## src/rtl/rtc_guard_pkg.sv

```systemverilog
package rtc_guard_pkg;
  // word addresses of the register port
  localparam int unsigned A_TIME = 0;
  localparam int unsigned A_DATE = 1;
  localparam int unsigned A_SUB  = 2;
  localparam int unsigned A_STAT = 3;
  localparam int unsigned A_CTRL = 4;
  localparam int unsigned A_KEY  = 5;

  // bit positions inside status and control
  localparam int unsigned B_INIT_REQ = 7;
  localparam int unsigned B_INIT_RDY = 6;
  localparam int unsigned B_SYNC     = 5;
  localparam int unsigned B_BYPASS   = 5;

  // key bytes
  localparam logic [7:0] KEY_FIRST  = 8'hCA;
  localparam logic [7:0] KEY_SECOND = 8'h53;
  localparam logic [7:0] KEY_CLOSE  = 8'hFF;

  typedef enum logic [1:0] {
    KS_CLOSED = 2'd0,
    KS_HALF   = 2'd1,
    KS_OPEN   = 2'd2
  } key_state_e;
endpackage

```

## src/rtl/rgc_key_fsm.sv

```systemverilog
module rgc_key_fsm
  import rtc_guard_pkg::*;
(
  input  logic       clk,
  input  logic       rst_n,
  input  logic       key_we,
  input  logic [7:0] key_data,
  output logic       unlocked
);
  key_state_e state_q, state_d;

  always_comb begin
    state_d = state_q;
    if (key_we) begin
      unique case (state_q)
        KS_CLOSED: state_d = (key_data == KEY_FIRST) ? KS_HALF : KS_CLOSED;
        KS_HALF: begin
          if (key_data == KEY_SECOND)     state_d = KS_OPEN;
          else if (key_data == KEY_FIRST) state_d = KS_HALF;
          else                            state_d = KS_CLOSED;
        end
        KS_OPEN:  state_d = (key_data == KEY_FIRST) ? KS_HALF : KS_CLOSED;
        default:  state_d = KS_CLOSED;
      endcase
    end
  end

  always_ff @(posedge clk or negedge rst_n) begin
    if (!rst_n) state_q <= KS_CLOSED;
    else        state_q <= state_d;
  end

  assign unlocked = (state_q == KS_OPEN);

  // second key after first opens access
  a_r1_second_key_opens: assert property (@(posedge clk) disable iff (!rst_n)
    (state_q == KS_HALF && key_we && key_data == KEY_SECOND) |=> unlocked);

  // close byte always leaves access closed
  a_r2_close_byte_locks: assert property (@(posedge clk) disable iff (!rst_n)
    (key_we && key_data == KEY_CLOSE) |=> !unlocked);

  // access can only open from the half state
  a_r3_open_needs_half: assert property (@(posedge clk) disable iff (!rst_n)
    $rose(unlocked) |-> $past(state_q == KS_HALF && key_we));
endmodule

```

## src/rtl/rgc_init_ctrl.sv

```systemverilog
module rgc_init_ctrl #(
  parameter int unsigned INIT_DLY = 4
) (
  input  logic clk,
  input  logic rst_n,
  input  logic req_we,
  input  logic req_val,
  output logic init_req,
  output logic init_ready
);
  localparam int unsigned CNT_W = (INIT_DLY < 2) ? 1 : $clog2(INIT_DLY);
  localparam logic [CNT_W-1:0] CNT_LAST = CNT_W'(INIT_DLY - 1);

  logic [CNT_W-1:0] cnt_q;

  always_ff @(posedge clk or negedge rst_n) begin
    if (!rst_n) begin
      init_req   <= 1'b0;
      init_ready <= 1'b0;
      cnt_q      <= '0;
    end else if (req_we) begin
      init_req <= req_val;
      if (!req_val) begin
        init_ready <= 1'b0;
        cnt_q      <= '0;
      end
    end else if (init_req && !init_ready) begin
      if (cnt_q == CNT_LAST) init_ready <= 1'b1;
      else                   cnt_q      <= cnt_q + 1'b1;
    end
  end

  // ready never stands without a request
  a_r5_ready_needs_req: assert property (@(posedge clk) disable iff (!rst_n)
    init_ready |-> init_req);

  // dropping the request drops ready at the same edge
  a_r7_ready_falls_with_req: assert property (@(posedge clk) disable iff (!rst_n)
    $fell(init_req) |-> !init_ready);
endmodule

```

## src/rtl/rgc_shadow.sv

```systemverilog
module rgc_shadow #(
  parameter int unsigned DATA_W      = 32,
  parameter int unsigned SS_W        = 16,
  parameter int unsigned REFRESH_DLY = 2
) (
  input  logic              clk,
  input  logic              rst_n,
  input  logic              tick,
  input  logic [DATA_W-1:0] live_time,
  input  logic [DATA_W-1:0] live_date,
  input  logic [SS_W-1:0]   live_ss,
  input  logic              halt,
  input  logic              hold_set,
  input  logic              hold_clr,
  input  logic              sync_clr,
  output logic [DATA_W-1:0] shd_time,
  output logic [DATA_W-1:0] shd_date,
  output logic [SS_W-1:0]   shd_ss,
  output logic              sync_flag
);
  logic [REFRESH_DLY-1:0] dly_q;
  logic hold_q;
  logic refresh;

  genvar g;
  generate
    for (g = 0; g < REFRESH_DLY; g++) begin : g_dly
      if (g == 0) begin : g_head
        always_ff @(posedge clk or negedge rst_n) begin
          if (!rst_n) dly_q[0] <= 1'b0;
          else        dly_q[0] <= tick;
        end
      end else begin : g_tail
        always_ff @(posedge clk or negedge rst_n) begin
          if (!rst_n) dly_q[g] <= 1'b0;
          else        dly_q[g] <= dly_q[g-1];
        end
      end
    end
  endgenerate

  assign refresh = dly_q[REFRESH_DLY-1] && !halt && !hold_q;

  always_ff @(posedge clk or negedge rst_n) begin
    if (!rst_n) begin
      hold_q <= 1'b0;
    end else if (hold_clr) begin
      hold_q <= 1'b0;
    end else if (hold_set) begin
      hold_q <= 1'b1;
    end
  end

  always_ff @(posedge clk or negedge rst_n) begin
    if (!rst_n) begin
      shd_time  <= '0;
      shd_date  <= '0;
      shd_ss    <= '0;
      sync_flag <= 1'b0;
    end else begin
      if (refresh) begin
        shd_time  <= live_time;
        shd_date  <= live_date;
        shd_ss    <= live_ss;
        sync_flag <= 1'b1;
      end else if (sync_clr) begin
        sync_flag <= 1'b0;
      end
    end
  end

  // frozen shadows stay put
  a_r11_hold_freezes: assert property (@(posedge clk) disable iff (!rst_n)
    hold_q |=> ($stable(shd_time) && $stable(shd_date) && $stable(shd_ss)));

  // no refresh while the calendar is halted
  a_r8_no_refresh_in_init: assert property (@(posedge clk) disable iff (!rst_n)
    halt |=> ($stable(shd_ss) && $stable(shd_time)));

  // a changed shadow always comes with the sync flag
  a_r8_change_sets_sync: assert property (@(posedge clk) disable iff (!rst_n)
    !$stable(shd_date) |-> sync_flag);
endmodule

```

## src/rtl/rtc_guard_ctrl.sv

```systemverilog
module rtc_guard_ctrl
  import rtc_guard_pkg::*;
#(
  parameter int unsigned ADDR_W      = 3,
  parameter int unsigned DATA_W      = 32,
  parameter int unsigned SS_W        = 16,
  parameter int unsigned INIT_DLY    = 4,
  parameter int unsigned REFRESH_DLY = 2
) (
  input  logic              clk,
  input  logic              rst_n,
  input  logic              bus_wr,
  input  logic              bus_rd,
  input  logic [ADDR_W-1:0] bus_addr,
  input  logic [DATA_W-1:0] bus_wdata,
  output logic [DATA_W-1:0] bus_rdata,
  output logic              bus_rvalid,
  input  logic              cal_tick,
  input  logic [DATA_W-1:0] cal_time,
  input  logic [DATA_W-1:0] cal_date,
  input  logic [SS_W-1:0]   cal_subsec,
  output logic              cal_halt,
  output logic              cal_time_we,
  output logic              cal_date_we,
  output logic [DATA_W-1:0] cal_wdata
);
  localparam int unsigned SS_PAD = DATA_W - SS_W;

  logic unlocked, init_req, init_ready, sync_flag, bypass_q;
  logic hit_time, hit_date, hit_sub, hit_stat, hit_ctrl, hit_key;
  logic stat_we, ctrl_we, time_ok, date_ok;
  logic [DATA_W-1:0] shd_time, shd_date;
  logic [SS_W-1:0]   shd_ss;
  logic [DATA_W-1:0] rd_mux;

  assign hit_time = (bus_addr == ADDR_W'(A_TIME));
  assign hit_date = (bus_addr == ADDR_W'(A_DATE));
  assign hit_sub  = (bus_addr == ADDR_W'(A_SUB));
  assign hit_stat = (bus_addr == ADDR_W'(A_STAT));
  assign hit_ctrl = (bus_addr == ADDR_W'(A_CTRL));
  assign hit_key  = (bus_addr == ADDR_W'(A_KEY));

  assign stat_we = bus_wr && hit_stat && unlocked;
  assign ctrl_we = bus_wr && hit_ctrl && unlocked;
  assign time_ok = bus_wr && hit_time && unlocked && init_ready;
  assign date_ok = bus_wr && hit_date && unlocked && init_ready;

  rgc_key_fsm u_key (
    .clk      (clk),
    .rst_n    (rst_n),
    .key_we   (bus_wr && hit_key),
    .key_data (bus_wdata[7:0]),
    .unlocked (unlocked)
  );

  rgc_init_ctrl #(.INIT_DLY(INIT_DLY)) u_init (
    .clk        (clk),
    .rst_n      (rst_n),
    .req_we     (stat_we),
    .req_val    (bus_wdata[B_INIT_REQ]),
    .init_req   (init_req),
    .init_ready (init_ready)
  );

  rgc_shadow #(
    .DATA_W      (DATA_W),
    .SS_W        (SS_W),
    .REFRESH_DLY (REFRESH_DLY)
  ) u_shadow (
    .clk       (clk),
    .rst_n     (rst_n),
    .tick      (cal_tick),
    .live_time (cal_time),
    .live_date (cal_date),
    .live_ss   (cal_subsec),
    .halt      (init_ready),
    .hold_set  (bus_rd && hit_sub && !bypass_q),
    .hold_clr  (bus_rd && hit_date),
    .sync_clr  (stat_we && !bus_wdata[B_SYNC]),
    .shd_time  (shd_time),
    .shd_date  (shd_date),
    .shd_ss    (shd_ss),
    .sync_flag (sync_flag)
  );

  assign cal_halt = init_ready;

  always_ff @(posedge clk or negedge rst_n) begin
    if (!rst_n)       bypass_q <= 1'b0;
    else if (ctrl_we) bypass_q <= bus_wdata[B_BYPASS];
  end

  always_ff @(posedge clk or negedge rst_n) begin
    if (!rst_n) begin
      cal_time_we <= 1'b0;
      cal_date_we <= 1'b0;
      cal_wdata   <= '0;
    end else begin
      cal_time_we <= time_ok;
      cal_date_we <= date_ok;
      if (time_ok || date_ok) cal_wdata <= bus_wdata;
    end
  end

  always_comb begin
    rd_mux = '0;
    if (hit_time)      rd_mux = bypass_q ? cal_time : shd_time;
    else if (hit_date) rd_mux = bypass_q ? cal_date : shd_date;
    else if (hit_sub)  rd_mux = {{SS_PAD{1'b0}}, (bypass_q ? cal_subsec : shd_ss)};
    else if (hit_stat) begin
      rd_mux[B_INIT_REQ] = init_req;
      rd_mux[B_INIT_RDY] = init_ready;
      rd_mux[B_SYNC]     = sync_flag;
    end else if (hit_ctrl) begin
      rd_mux[B_BYPASS] = bypass_q;
    end
  end

  always_ff @(posedge clk or negedge rst_n) begin
    if (!rst_n) begin
      bus_rdata  <= '0;
      bus_rvalid <= 1'b0;
    end else begin
      bus_rvalid <= bus_rd;
      if (bus_rd) bus_rdata <= rd_mux;
    end
  end

  // forwarded writes only under open access and init-ready
  a_r6_fwd_time_gated: assert property (@(posedge clk) disable iff (!rst_n)
    cal_time_we |-> $past(unlocked && init_ready));
  a_r6_fwd_date_gated: assert property (@(posedge clk) disable iff (!rst_n)
    cal_date_we |-> $past(unlocked && init_ready));

  // control register only changes under open access
  a_r4_ctrl_guarded: assert property (@(posedge clk) disable iff (!rst_n)
    !$stable(bypass_q) |-> $past(unlocked));

  // read response one cycle after the strobe
  a_r12_rvalid_follows_rd: assert property (@(posedge clk) disable iff (!rst_n)
    $past(bus_rd) |-> bus_rvalid);
endmodule

```

## config.mk

```make
export PLATFORM = sky130hd
export DESIGN_NAME = rtc_guard_ctrl
export DESIGN_NICKNAME = d
export VERILOG_FILES = /design/src/rtl/rtc_guard_pkg.sv /design/src/rtl/rgc_key_fsm.sv /design/src/rtl/rgc_init_ctrl.sv /design/src/rtl/rgc_shadow.sv /design/src/rtl/rtc_guard_ctrl.sv
export SDC_FILE = /design/constraint.sdc
export NUM_CORES = 1
export LEC_CHECK = 0
export ABC_AREA = 1
export BUFFER_PORTS_ARGS = -buffer_cell sky130_fd_sc_hd__buf_4
export CORE_UTILIZATION = 53
export CTS_CLUSTER_DIAMETER = 30
export DETAILED_ROUTE_END_ITERATION = 16
export MAX_ROUTING_LAYER = met4
export PLACE_DENSITY = 0.8
export SLEW_MARGIN = 25
export SYNTH_ARGS = -nofsm -noshare
export SYNTH_HDL_FRONTEND = slang
export SYNTH_SLANG_ARGS = --single-unit
```

## constraint.sdc

```tcl
create_clock -name clk -period 1.53 [get_ports clk]
set_input_delay 0.153 -clock clk [delete_from_list [all_inputs] [get_ports clk]]
set_output_delay 0.153 -clock clk [all_outputs]
set_load 0.02 [all_outputs]
```

Word-level counts from Yosys, hierarchy flattened
Index checks and enable logic that the tools add are counted.

storage, ports and cells
  flip-flop bits (word level) = 158
  bits of input ports = 120
  logic and storage cells = 88

operators by class
  add/sub/neg operators = 1
  equality and inequality tests = 12
  multiplexer cells = 26
  reduce and logical (&&, ||, !) cells = 32

operators with widths
  kind                                                             number
  32-bit 2-to-1 mux                                                4
  1-bit logical AND                                                18
  16-bit 2-to-1 mux                                                1
  2-bit 2-to-1 mux                                                 6
  1-bit 2-to-1 mux                                                 11
  8-bit by 7-bit == test with 1-bit output, second input constant  1
  8-bit == test, second input constant                             1
  8-bit 2-to-1 mux                                                 1
  2-bit nonzero test                                               4
  3-bit by 2-bit == test with 1-bit output, second input constant  2
  3-bit == test, second input constant                             2
  3-bit AND reduction                                              2
  5-bit 2-to-1 mux                                                 1
  2-bit == test, second input constant                             2
  1-bit logical NOT                                                4
  2-bit != test, second input constant                             2
  2-bit one-hot mux with 2 select lines                            1
  3-bit by 1-bit == test with 1-bit output, second input constant  1
  3-bit logical NOT                                                1
  3-bit 2-to-1 mux                                                 1
  2-bit by 1-bit adder with 2-bit output, second input constant    1
  2-bit by 1-bit == test with 1-bit output, second input constant  1
  2-bit logical NOT                                                1
  2-bit OR reduction                                               1
  1-bit logical OR                                                 1

Depth between registers and ports, before layout
Gate-level depths: netlist of run 1.

  word-level depth = 6
  gate-level depth with buffers = 10

Modules after synthesis
Synthesis of run 1 repeated with hierarchy kept, for this count alone.

unflattened totals
  cell total of the unflattened synthesis = 1072
  area total of the unflattened synthesis = 7868.8 µm²

modules (own cells, without submodules)
  module          instances  cells an instance  area each (µm²)  sequential area each (µm²)
  rtc_guard_ctrl  1          652                4100.2           1701.6
  rgc_shadow      1          364                3393.3           2102.0
  rgc_init_ctrl   1          30                 216.5            100.1
  rgc_key_fsm     1          26                 158.9            50.0

Worst setup path after synthesis of run 1
Ideal clock, no wire load.

  kind = reg-to-reg
  start point = register u_init.init_ready
  end point = register u_shadow.shd_ss[10]
  setup time = 0.078 ns
  arrival time = 1.287 ns
  path slack = 0.166 ns
  stages on the path, launching flop included = 7
  clock period less this slack = 1.364 ns
  path through = dfrtp_1 > inv_1 > nand3_1 > buf_2 > buf_1 > nor2_1 > a21oi_1

between the ends
  longest elaborated chain between the ends = 3

RTL lines
  what                            line                 source
  start: declaration              rgc_init_ctrl.sv:9   output logic init_ready
  start signal: assignment        rgc_init_ctrl.sv:19  init_ready <= 1'b0;
  start signal: assignment        rgc_init_ctrl.sv:24  init_ready <= 1'b0;
  start signal: assignment        rgc_init_ctrl.sv:28  if (cnt_q == CNT_LAST) init_ready <= 1'b1;
  1-bit logical NOT               rgc_shadow.sv:42     assign refresh = dly_q[REFRESH_DLY-1] && !halt && !hold_q;
  1-bit logical AND (2 in a row)  rgc_shadow.sv:42
  end signal: assignment          rgc_shadow.sv:64     shd_ss <= live_ss;
  end: declaration                rgc_shadow.sv:18     output logic [SS_W-1:0] shd_ss,

Every way passes these cells.
A chain may end at the register's enable or synchronous reset.

Worst setup path in the final report of run 1
  start point = register u_key.state_q[0]
  end point = register cal_wdata[12]

between the ends
  longest elaborated chain between the ends = 4
  elaborated cells between the ends (all ways) = 6
  those cells by class = eq/ne: 1; reduce/logical: 5

RTL lines
  what                                               line                                        source
  start: declaration                                 rgc_key_fsm.sv:10                           key_state_e state_q, state_d;
  start signal: assignment                           rgc_key_fsm.sv:30                           else state_q <= state_d;
  2-bit == test *                                    rgc_key_fsm.sv:33                           assign unlocked = (state_q == KS_OPEN);
  1-bit logical AND (on tied branches) (2 in a row)  rtc_guard_ctrl.sv:45, rtc_guard_ctrl.sv:46
  1-bit logical OR *                                 rtc_guard_ctrl.sv:101                       if (time_ok || date_ok) cal_wdata <= bus_wdata;
  end signal: assignment                             rtc_guard_ctrl.sv:101
  end: declaration                                   rtc_guard_ctrl.sv:25                        output logic [DATA_W-1:0] cal_wdata

Mark *: on every way between the ends. The rest lies on a longest branch, timed or not.

==> impl_metrics.ini, run 1 <==
[timing]
finalClockSkew_ps = 6.912
fmax_mhz = 696.9
finalCriticalPeriod_ps = 1435
worst_slack_ps = 95.02
period_share = 0.9379
slew_violations = 0
tightest_slew_ps = 552.9
slew_headroom = 0.6314
rsz0062_at_grt = false
setup_violations = 0
timing.setup.tns_ps = 0
fin_hold_ws_ps = -3.979
final_hold_viol_count = 1

[place]
dp_hpwl_um = 12650
dp_slack_ps = 129.0
place.gp.congestion = 0.8694
port_buffers = 187

[clock_network]
clockRootBuffer = clkbuf_16
clockBufferDepth = 2
clock-sinks = 158
cts_tree = done
postCtsSetupBuffers = 0
cts_buffers = 17
insertion_delay_ps = 420
path_clk_slew_ps = 60
cts.htree.levels = 4

[floorplanning]
initial_core_util = 0.5521
ioPinCount = 188
row_count = 42
coreArea_sq_mm = 0.01345
die_y_um = 120.4
die-area_sq_mm = 0.01449
die_x_um = 120.4

[synth]
synthArstFlopShare = 1.000
synth.cell_area_sq_mm = 0.007427
synth_cell_types = 23
synthesis.instances = 967
yosysTopAreaCellShare = 0.5323
ys_warn_count = 0
synth_edf_count = 0
synth-main-ff-cell = dfrtp_1
synth_top_area_cell = dfrtp_1
ys_seq_elements = 158
yosysMostFrequentCell = nand2_1
synthTopCellsByArea = dfrtp_1, nand2_1, inv_1
syn_area_per_cell_sq_um = 7.681
synthTopCellsByCount = nand2_1, dfrtp_1, inv_1
yosysSeqAreaShare = 0.5323
synth_nets = 1088

[worst_hold_path]
hp-start = cal_time[30]
hold_end = u_shadow.shd_time[30]$_DFFE_PN0P_
min_path_cells = 3
hp-class = in2reg

[worst_setup_path]
startpoint_type = flip-flop
worstSetupEndpointType = flip-flop
r2r_cells = 7
reg2reg_to = cal_wdata[12]$_DFFE_PN0P_
crit_arrival_ps = 1730
reg2reg_slack_ps = 100
required_ps = 1830
crit_type = reg2reg
reg2reg_from = u_key.state_q[0]$_DFFE_PN0P_
critPathMaxFanout = 64

[grt]
grt_pass1_vias = 6934
grt_busiest_layer = met2
grt_max_degree = 81
grt_use_total = 0.3056
grtUsageMet1 = 0.3827
antenna_found_initial = 1
grt_overflow = 0
met3_usage = 0.06226
use_met2 = 0.5036
grt_pass1_wl_um = 33330

[final_layout]
seq_area_sq_mm = 0.003958
nFillCells = 932
syn_to_final_growth_pct = 39.32
fin_nets = 1332
multiInputGateArea_sq_mm = 0.002769
drive_above_1_share = 0.2059
final_util = 0.7692

[routing]
firstDrtPassIters = 5
routed_wl_um = 20360
drtIter0Drc = 608
post_drt_wl_per_cell_um = 14.53
via_count = 7046
viasPerCell = 5.029
ant_nets = 0
drcViolationCount = 0

[power]
power.leakage_nw = 5.394
irDropWorstVdd_mv = 0.7296
p_per_area_mw_per_mm2 = 953.5
total_power_w = 0.009866

[status]
failed_checks = hold timing
status = complete, but fails checks

[job]
cap_violations = 0
[routing by layer]
metal,vias up,part of all wire
li1,3498,-
met1,3263,0.43
met2,261,0.50
met3,24,0.060
met4,0,0.013
met5,-,0
[worst max-delay path by stage]
stage | startpoint | end | slack (ps)
2_1_floorplan | u_init.init_ready$_DFFE_PN0P_ | u_shadow.shd_ss[10]$_DFFE_PN0P_ | 170
3_3_place_gp | bypass_q$_DFFE_PN0P_ | bus_rdata[5]$_DFFE_PN0P_ | 180
3_5_place_dp | u_init.init_ready$_DFFE_PN0P_ | u_shadow.shd_time[27]$_DFFE_PN0P_ | 130
4_1_cts | u_init.init_ready$_DFFE_PN0P_ | u_shadow.shd_time[27]$_DFFE_PN0P_ | 120
5_1_grt | u_key.state_q[0]$_DFFE_PN0P_ | cal_wdata[31]$_DFFE_PN0P_ | 3
6_report | u_key.state_q[0]$_DFFE_PN0P_ | cal_wdata[12]$_DFFE_PN0P_ | 100
[report_power, final]
group | internal [W] | switching, W | total [W]
registers | 0.00437 | 0.0000874 | 0.00445
logic | 0.000571 | 0.000618 | 0.00119
clock network | 0.00252 | 0.00170 | 0.00422
[area by class of cell]
type	instances	area share
Timing Repair Buffer	275	0.2260
Antenna cell	1	0.0002418
Multi-Input combinational cell	633	0.2676
Tap cell	176	0.02128
Inverter	126	0.04571
Clock inverter	10	0.01088
Sequential cell	158	0.3825
Clock buffer	22	0.04583
[critical path: stages, from the launching register on]
cell and delay (ps):
dfrtp_1 420, inv_1 80, nand3_1 90, nor2_1 220, o21ai_4 100, buf_12 190
nand2_1 110, o21ai_1 80
[logic make-up (layout without fill, tap and decap cells)]
logic type	after synthesis	count (layout)	share of synthesized area
other	0	1	0
and+or+nand+nor	435	435	0.2315
AOI/OAI and AO/OA	193	193	0.1319
buffers and inverters	176	433	0.09653
muxes	4	4	0.006064
DFF	158	158	0.5323
adders and majority gates	1	1	0.001684
[metrics by stage]
| step | std cells | instance area [sq um] |
|---|---|---|
| floorplan | 967 | 7427 |
| global placement | 1300 | 9077 |
| detailed placement | 1300 | 9077 |
| CTS | 1400 | 10340 |
| global route | 1401 | 10350 |
| finish | 1401 | 10350 |
[what timing repair did]
item | in CTS | in global routing
hold endpoints to repair | 225 | 0
hold buffers | 68 | 0
resized for setup | 0 | 0
[cell usage in the layout, fill, tap and decap left out, drive strengths merged, types with 4 or more instances in the layout]
cell type and n:
nand2 289, buf 207, dfrtp 158, inv 125, o21ai 120, nor2 93, a21oi 72, dlygate4sd3 68
nand3 45, clkbuf 22, nand4 6, clkinvlp 5, mux2 4, clkinv 4
[state kept, by name (all words and copies together) (netlist names), 2 cells and up]
signal	flops
u_key.state_q	2
cal_wdata	32
u_init.cnt_q	2
u_shadow.shd_ss	16
u_shadow.dly_q	2
u_shadow.shd_date	32
u_shadow.shd_time	32
bus_rdata	32
No activity file was read; power rests on OpenSTA's default activity.
==> run 2: changes to the inputs <==
--- a/config.mk
+++ b/config.mk
@@ -10,7 +10,7 @@
 export CORE_UTILIZATION = 53
 export CTS_CLUSTER_DIAMETER = 30
 export DETAILED_ROUTE_END_ITERATION = 16
-export MAX_ROUTING_LAYER = met4
+export GPL_ROUTABILITY_DRIVEN = 1
 export PLACE_DENSITY = 0.8
 export SLEW_MARGIN = 25
 export SYNTH_ARGS = -nofsm -noshare
==> run 2 against run 1 <==
The run still ends with hold timing left. Sequential share of layout area unchanged. Critical path depth unchanged. Final cell count stayed put. Wire length decreased by 0.15%. Clock power about the same. First-iteration DRC count rose by 3.3%. Fmax is 0.41% lower. Hold slack improved by 2.8 ps. Total power about the same. Sequential cell count unchanged. Utilization is the same. Largest cell class unchanged. Highest routed layer unchanged.
==> impl_metrics.ini, run 2 (synthesis gave the netlist of run 1 again) <==
[status]
status = complete, but fails checks
failed_checks = hold timing

[timing]
final_hold_viol_count = 1
fin_hold_ws_ps = -1.191
fmax_mhz = 694.0
rsz0062_at_grt = false
period_share = 0.9418
finalCriticalPeriod_ps = 1441
tightest_slew_ps = 551.2
finalClockSkew_ps = 6.957
timing.setup.tns_ps = 0
slew_headroom = 0.6326
slew_violations = 0
setup_violations = 0

[final_layout]
drive_above_1_share = 0.2059
layout_commonest_cell = nand2_1
multiInputGateArea_sq_mm = 0.002769
fin_nets = 1332
seq_area_sq_mm = 0.003958
nFillCells = 932
layout_common_cells = nand2_1, buf_4, dfrtp_1
final_util = 0.7692
syn_to_final_growth_pct = 39.32

[worst_setup_path]
max_stage_delay_ps = 420
critPathMaxFanout = 64
crit_type = reg2reg
reg2reg_from = u_key.state_q[0]$_DFFE_PN0P_
critPathLaunch = u_key.state_q[0]$_DFFE_PN0P_
crit_arrival_ps = 1740
required_ps = 1830
startpoint_type = flip-flop
worstSetupEndpointType = flip-flop
cp_slowest_cell = dfrtp_1
crit_chain = inv_1 -> nand3_1 -> nor2_1 -> o21ai_4 -> buf_12 -> nand2_1 -> o21ai_1

[clock_network]
cts.htree.levels = 4
clockBufferDepth = 2
cts_tree = done
clock-sinks = 158
insertion_delay_ps = 420
path_clk_slew_ps = 60
postCtsSetupBuffers = 0
cts_resized = 0
clockRootBuffer = clkbuf_16
cts_buffers = 17

[grt]
grt_overflow = 0
grt_pass1_vias = 6952
antenna_found_initial = 1
grt_max_degree = 81
grt_use_total = 0.2968
grt_pass1_wl_um = 33350

[worst_hold_path]
hp-start = cal_time[30]
hp-class = in2reg

[routing]
firstDrtPassIters = 5
post_drt_wl_per_cell_um = 14.51
drtIter0Drc = 628
viasPerCell = 5.041
via_count = 7063
ant_nets = 0
routed_wl_um = 20330
drcViolationCount = 0

[floorplanning]
die-area_sq_mm = 0.01449
coreArea_sq_mm = 0.01345
die_x_um = 120.4
die_y_um = 120.4
initial_core_util = 0.5521
ioPinCount = 188
row_count = 42

[power]
p_per_area_mw_per_mm2 = 952.6
irDropWorstVdd_mv = 0.7276
power.leakage_nw = 5.394

[job]
cap_violations = 0

[place]
dp_hpwl_um = 12650
port_buffers = 187
place.gp.congestion = 0.8557
[run 2: through the flow]
stage          power (W)  setup WS (ps)  area (sq um)  std cells  hold WS [ps]
2_1_floorplan   0.004934          165.8          7427        967        -142.6
3_3_place_gp    0.005537          176.3          9077       1300         173.7
3_5_place_dp    0.005559          129.0          9077       1300         169.9
4_1_cts         0.009860          117.7         10340       1400        0.1305
5_1_grt          0.01021          3.412         10350       1401         2.323
6_report        0.009856          89.12         10350       1401        -1.191
[run 2: power by group]
part           leakage [nW]  internal, W  switching (W)
clock network         0.274      0.00252        0.00169
registers              1.95      0.00437      0.0000874
logic                  3.17     0.000571       0.000619
[run 2: area by class of cell]
cell class | instances | area share
antenna | 1 | 0.0002418
clock buffer | 22 | 0.04583
clock inverter | 10 | 0.01088
inverter | 126 | 0.04571
multi-input combinational | 633 | 0.2676
sequential | 158 | 0.3825
tap | 176 | 0.02128
timing repair buffer | 275 | 0.2260
[run 2: repair_timing]
item	CTS	global route
hold buffers	68	0
endpoints found under the hold margin	225	0
setup endpoints to repair	0	0
[run 2: worst max-delay path, delay by kind of cell (launching register included)]
family / cells / cell delay [ps]
flops: 1 / 420
simple gates: 3 / 420
compound gates: 2 / 180
buf+inv: 2 / 280
[run 2: final timing paths]
kind,slack (ps),depth (start not counted),end
worst max-delay path,90,7,cal_wdata[12]$_DFFE_PN0P_
worst min-delay path,-1,3,u_shadow.shd_time[30]$_DFFE_PN0P_
worst max register to register,90,7,cal_wdata[12]$_DFFE_PN0P_
worst min register to register,360,0,u_shadow.dly_q[1]$_DFF_PN0_
max in group asynchronous,740,3,cal_wdata[11]$_DFFE_PN0P_
min in group asynchronous,280,3,u_shadow.shd_date[11]$_DFFE_PN0P_
[run 2: per-layer routing]
layer | track usage | routed length, um
met5 | 0 | 0
met1 | 0.3742 | 8545
met3 | 0.07217 | 1351
met4 | 0.09491 | 313
met2 | 0.5029 | 10120
